==> src/rtl/semPkg.sv <==
package semPkg;
  parameter int SEM_FLAGS = 8;
  localparam int SEM_IDX_W = $clog2(SEM_FLAGS);

  typedef enum logic [1:0] {
    OWN_NONE = 2'd0,
    OWN_A    = 2'd1,
    OWN_B    = 2'd2
  } owner_t;

  // Strobes from a port decoder to the flag bank and read path
  typedef struct packed {
    logic [SEM_FLAGS-1:0] req;
    logic [SEM_FLAGS-1:0] rel;
    logic                 rd;
    logic [SEM_IDX_W-1:0] idx;
    logic                 err;
  } semStrobe_t;
endpackage

==> src/rtl/semPortDecode.sv <==
module semPortDecode
  import semPkg::*;
#(
  parameter int ADDR_W = 12,
  parameter int DATA_W = 16
) (
  input  logic              semN,
  input  logic              ceN,
  input  logic              wrN,
  input  logic              oeN,
  input  logic              ubN,
  input  logic              lbN,
  input  logic [ADDR_W-1:0] addr,
  input  logic [DATA_W-1:0] wdata,
  output semStrobe_t        stb
);
  logic                 access;
  logic                 wrCyc;
  logic [SEM_FLAGS-1:0] flagSel;
  logic                 unusedBits;

  // Byte lanes, upper address bits and upper data bits play no part
  assign unusedBits = ^{ubN, lbN, addr[ADDR_W-1:SEM_IDX_W], wdata[DATA_W-1:1]};

  assign access  = ~semN & ceN;
  assign wrCyc   = access & ~wrN;
  assign flagSel = SEM_FLAGS'(1) << addr[SEM_IDX_W-1:0];

  always_comb begin
    stb.idx = addr[SEM_IDX_W-1:0];
    stb.err = ~semN & ~ceN;
    stb.rd  = access & wrN & ~oeN;
    stb.req = (wrCyc && !wdata[0]) ? flagSel : '0;
    stb.rel = (wrCyc &&  wdata[0]) ? flagSel : '0;
  end
endmodule

==> src/rtl/semFlagBank.sv <==
module semFlagBank
  import semPkg::*;
(
  input  logic                      clk,
  input  logic                      rstN,
  input  semStrobe_t                stbA,
  input  semStrobe_t                stbB,
  output logic [SEM_FLAGS-1:0][1:0] flagOwner
);
  for (genvar i = 0; i < SEM_FLAGS; i++) begin : g_flag
    owner_t ownQ, ownNext;
    logic   wantAQ, wantBQ;
    logic   wantANext, wantBNext;

    always_comb begin
      wantANext = (wantAQ | stbA.req[i]) & ~stbA.rel[i];
      wantBNext = (wantBQ | stbB.req[i]) & ~stbB.rel[i];
      ownNext   = ownQ;
      unique case (ownQ)
        OWN_A: if (stbA.rel[i]) ownNext = wantBNext ? OWN_B : OWN_NONE;
        OWN_B: if (stbB.rel[i]) ownNext = wantANext ? OWN_A : OWN_NONE;
        default: begin
          if (wantANext)      ownNext = OWN_A;
          else if (wantBNext) ownNext = OWN_B;
          else                ownNext = OWN_NONE;
        end
      endcase
    end

    always_ff @(posedge clk or negedge rstN) begin
      if (!rstN) begin
        ownQ   <= OWN_NONE;
        wantAQ <= 1'b0;
        wantBQ <= 1'b0;
      end else begin
        ownQ   <= ownNext;
        wantAQ <= wantANext;
        wantBQ <= wantBNext;
      end
    end

    assign flagOwner[i] = ownQ;
  end
endmodule

==> src/rtl/dpSemaphore.sv <==
module dpSemaphore
  import semPkg::*;
#(
  parameter int ADDR_W = 12,
  parameter int DATA_W = 16
) (
  input  logic              clk,
  input  logic              rstN,
  input  logic              aSemN,
  input  logic              aCeN,
  input  logic              aWrN,
  input  logic              aOeN,
  input  logic              aUbN,
  input  logic              aLbN,
  input  logic [ADDR_W-1:0] aAddr,
  input  logic [DATA_W-1:0] aWdata,
  output logic [DATA_W-1:0] aRdata,
  output logic              aRdValid,
  output logic              aErr,
  input  logic              bSemN,
  input  logic              bCeN,
  input  logic              bWrN,
  input  logic              bOeN,
  input  logic              bUbN,
  input  logic              bLbN,
  input  logic [ADDR_W-1:0] bAddr,
  input  logic [DATA_W-1:0] bWdata,
  output logic [DATA_W-1:0] bRdata,
  output logic              bRdValid,
  output logic              bErr
);
  localparam int PORTS = 2;

  logic [PORTS-1:0]             semNv, ceNv, wrNv, oeNv, ubNv, lbNv;
  logic [PORTS-1:0][ADDR_W-1:0] addrV;
  logic [PORTS-1:0][DATA_W-1:0] wdataV, rdataV;
  semStrobe_t                   portStb [PORTS];
  logic [SEM_FLAGS-1:0][1:0]    flagOwner;

  assign semNv  = {bSemN, aSemN};
  assign ceNv   = {bCeN, aCeN};
  assign wrNv   = {bWrN, aWrN};
  assign oeNv   = {bOeN, aOeN};
  assign ubNv   = {bUbN, aUbN};
  assign lbNv   = {bLbN, aLbN};
  assign addrV  = {bAddr, aAddr};
  assign wdataV = {bWdata, aWdata};

  for (genvar p = 0; p < PORTS; p++) begin : g_port
    localparam owner_t MINE = (p == 0) ? OWN_A : OWN_B;

    semPortDecode #(.ADDR_W(ADDR_W), .DATA_W(DATA_W)) u_dec (
      .semN (semNv[p]),
      .ceN  (ceNv[p]),
      .wrN  (wrNv[p]),
      .oeN  (oeNv[p]),
      .ubN  (ubNv[p]),
      .lbN  (lbNv[p]),
      .addr (addrV[p]),
      .wdata(wdataV[p]),
      .stb  (portStb[p])
    );

    // Status replicated across the whole bus: 0 means this port holds the flag
    assign rdataV[p] = portStb[p].rd ?
                       {DATA_W{flagOwner[portStb[p].idx] != MINE}} : '0;
  end

  semFlagBank u_bank (
    .clk      (clk),
    .rstN     (rstN),
    .stbA     (portStb[0]),
    .stbB     (portStb[1]),
    .flagOwner(flagOwner)
  );

  assign aRdata   = rdataV[0];
  assign bRdata   = rdataV[1];
  assign aRdValid = portStb[0].rd;
  assign bRdValid = portStb[1].rd;
  assign aErr     = portStb[0].err;
  assign bErr     = portStb[1].err;
endmodule

==> config.mk <==
export PLATFORM = sky130hd
export DESIGN_NAME = dpSemaphore
export DESIGN_NICKNAME = d
export VERILOG_FILES = /design/src/rtl/semPkg.sv /design/src/rtl/semPortDecode.sv /design/src/rtl/semFlagBank.sv /design/src/rtl/dpSemaphore.sv
export SDC_FILE = /design/constraint.sdc
export NUM_CORES = 1
export LEC_CHECK = 0
export BUFFER_PORTS_ARGS = -buffer_cell sky130_fd_sc_hd__buf_2
export CAP_MARGIN = 20
export CORE_MARGIN = 8
export CORE_UTILIZATION = 44
export DETAILED_ROUTE_END_ITERATION = 10
export GPL_ROUTABILITY_DRIVEN = 1
export GPL_TIMING_DRIVEN = 0
export PLACE_DENSITY = 0.77
export SLEW_MARGIN = 10
export SYNTH_ARGS = -nofsm -noshare
export SYNTH_HDL_FRONTEND = slang
export SYNTH_SLANG_ARGS = --single-unit
==> constraint.sdc <==
create_clock -name clk -period 4.49 [get_ports clk]
set_input_delay 0.898 -clock clk [delete_from_list [all_inputs] [get_ports clk]]
set_output_delay 0.898 -clock clk [all_outputs]
set_load 0.1 [all_outputs]
==> summary.txt <==
Post-layout util: 0.5393
R2R Path End: u_bank.g_flag[5].ownQ[0]$_DFFE_PN0P_
Routability congestion estimate: 0.8989
Post-DP HPWL: 4.971 mm
CP Capture Type: output port
Worst slew pin tran: 927.5 ps
I/O Buffers: 50
Met2 usage: 0.2491
Die X: 91.75 um
Clock transition at path regs: 70 ps
Required time of the critical path: 3590 ps
Core ar.: 5540 um^2
Final Hold Vio Count: 0
Max Buffers Root-to-Sink: 2
Global-route wire length before repair: 10.65 mm
DR vias: 2272
P_int: 790.5 uW
Final Instance Area: 2988 um^2
Max transition margin: 0.3729
WS Path Type: in2out
Post-Syn Nets: 371
Crit-path max cell delay: 760 ps
Seq/Total Area, Yosys: 0.3171
Main synth FF type: dfrtp_1
Mapped Cells: 285
Sw Share: 0.4279
Max Clk Rate: 236.0 MHz
Post-synth EDFFs: 0
DIE HEIGHT: 91.75 um
CTS hold repair buffers: 0
Antenna Cells: 0
DRT iter0 DRCs: 144
CP most frequent cell: buf_2
Crit path to: aRdata[5]
Register bit total from synthesis: 32
Clk sinks: 32
CTS tree: yes
M3 GR Usage: 0.04075
First-pass DRT Iterations: 5
R2R cell count: 5
Routed wire length: 6.531 mm
Min Clock Period, post-route: 4238 ps
Drt drc: 0
Layout Skew: 4.163 ps
VDD IR-drop max: 0.2680 mV
Psw: 591.2 uW
Post-layout net count: 428
Distinct cells, synth: 49
Unrepaired setup endpoints after global routing: no
Share of layout cells above drive strength 1: 0.3333
Max Slew Vio Count: 0
Fin Setup TNS: 0 ps
Pleak: 1.436 nW
Area of placed instances: 2910 um^2
Area of the mapped netlist: 2525 um^2
Worst Path Arrival: 3340 ps
FF-to-FF setup slack: 3000 ps
Vias/cell: 5.488
Number of synthesis warnings: 0
Gate power share: 0.516
Worst min-delay path class: reg2reg
Boundary pin count: 106
Final setup violation count: 0
Largest net degree at the start of global routing: 33
M1 GR Usage: 0.2027
# rows: 27
Post CTS Setup Buffer Count: 0
PostCTS Resize Cnt: 0
Synthesized area per cell: 8.859 um^2
Overall fraction of global-route tracks in use: 0.1556
Vias in the first global route: 2149
Max-cap violations: 0
Die area: 8418 um^2
Crit path max fanout: 16
Root Driver: clkbuf_8
Async SR Flop Fraction: 1.000
Crit-path cells: buf_2 -> buf_2 -> nor3b_1 -> a311oi_1 -> a211oi_1 -> a2111oi_4 -> buf_4 -> buf_2
Most Crowded Layer GR: met2
Crit start category: primary input
Clk Latency, worst-skew pair: 280 ps
Syn-to-layout area delta: 18.34%
Final ANT Viol Nets: 0
WL/cell: 15.78 um
Reg-to-reg startpoint: u_bank.g_flag[5].ownQ[0]$_DFFE_PN0P_
Filler Cells Inserted: 525
Crit path launch: aAddr[1]
Final period utilization: 0.9438
Overflow left after global routing: 0
Slowest cell on crit path: a2111oi_4
Final Power: 1.382 mW
Initial Util: 0.4557
Clock buffer count from CTS: 5
Initial antenna violation count: 0
Cells on Worst Hold Path: 2
Cell area power density: 462.5 nW/um^2
H-tree levels: 2
Seq pwr share: 0.331
Hold Slack: 499.9 ps
Status: complete, no violations
Clock power share: 0.153
[how the worst min path moves through the flow]
stage / to / start
detailed placement: u_bank.g_flag[6].wantAQ$_DFF_PN0_ / u_bank.g_flag[6].wantAQ$_DFF_PN0_
CTS: u_bank.g_flag[6].wantAQ$_DFF_PN0_ / u_bank.g_flag[6].wantAQ$_DFF_PN0_
floorplan: u_bank.g_flag[0].wantAQ$_DFF_PN0_ / u_bank.g_flag[0].wantAQ$_DFF_PN0_
finish: u_bank.g_flag[6].wantAQ$_DFF_PN0_ / u_bank.g_flag[6].wantAQ$_DFF_PN0_
global placement: u_bank.g_flag[6].wantAQ$_DFF_PN0_ / u_bank.g_flag[6].wantAQ$_DFF_PN0_
global route: u_bank.g_flag[2].wantAQ$_DFF_PN0_ / u_bank.g_flag[2].wantAQ$_DFF_PN0_
[state kept, by name (all words and copies together), names as in the netlist]
signal / cells
u_bank.g_flag.ownQ: 16
u_bank.g_flag.wantAQ: 8
u_bank.g_flag.wantBQ: 8
[layer usage]
layer,vias up,wire [um]
met2,87,3034
met3,4,591
met1,1060,2849
met5,-,0
met4,0,55
li1,1121,-
[placed cells by master, fill, tap and decap left out, drive strengths merged, types with 6 or more instances in the layout]
cell type	instances
nor3	16
mux2	6
o22ai	9
ha	16
a21oi	8
o31ai	10
o2bb2ai	6
or2	11
o21a	9
inv	22
dfrtp	32
buf	87
nor3b	6
o21ai	14
nor2	24
nand2	7
clkbuf	11
[layout make-up]
type	instances	area (um^2)	area share
Sequential cell	32	800.8	0.2680
Clock inverter	1	5.005	0.001675
Tap cell	72	90.09	0.03015
Clock buffer	6	72.57	0.02429
Multi-Input combinational cell	189	1395	0.4669
Inverter	22	82.58	0.02764
Buffer	42	291.5	0.09757
Timing Repair Buffer	50	250.2	0.08375
[Yosys cell counts, drive strengths merged, types with 3 or more instances]
master	n	area share
a21oi	8	0.016
a311oi	4	0.014
buf	37	0.11
clkbuf	5	0.0074
dfrtp	32	0.32
ha	16	0.079
inv	22	0.033
mux2	6	0.030
nand2	7	0.011
nand2b	5	0.012
nand3b	5	0.015
nand4bb	3	0.013
nor2	24	0.036
nor3	16	0.032
nor3b	6	0.018
o211ai	5	0.015
o21a	9	0.027
o21ai	14	0.032
o22ai	9	0.022
o2bb2ai	6	0.021
o311ai	3	0.010
o31a	3	0.010
o31ai	10	0.030
or2	11	0.027
[power by group through the flow]
stage	Clock, mW	Sequential (mW)	Combinational, mW
floorplan	0	0.436	0.584
global placement	0	0.456	0.684
finish	0.212	0.458	0.713
detailed placement	0	0.459	0.706
global route	0.229	0.470	0.792
CTS	0.218	0.456	0.712
[logic make-up after synthesis]
logic type                 synth area share
AOI/OAI and AO/OA                    0.2285
buffers and inverters                0.1482
DFF                                  0.3171
adders and majority gates           0.07929
and+or+nand+nor                      0.1972
muxes                               0.02973
[critical path: cells and delay by family]
family / cells / cell delay, ps
compound gates: 3 / 1330
simple gates: 1 / 70
buf+inv: 4 / 1030
[through the flow]
| stage | std cells | setup WS (ps) |
|---|---|---|
| 2_1_floorplan | 285 | 85.14 |
| 3_3_place_gp | 407 | 331.1 |
| 3_5_place_dp | 407 | 292.0 |
| 4_1_cts | 414 | 286.1 |
| 5_1_grt | 414 | 131.7 |
| 6_report | 414 | 252.2 |
Power figures use the tool's default switching activity.
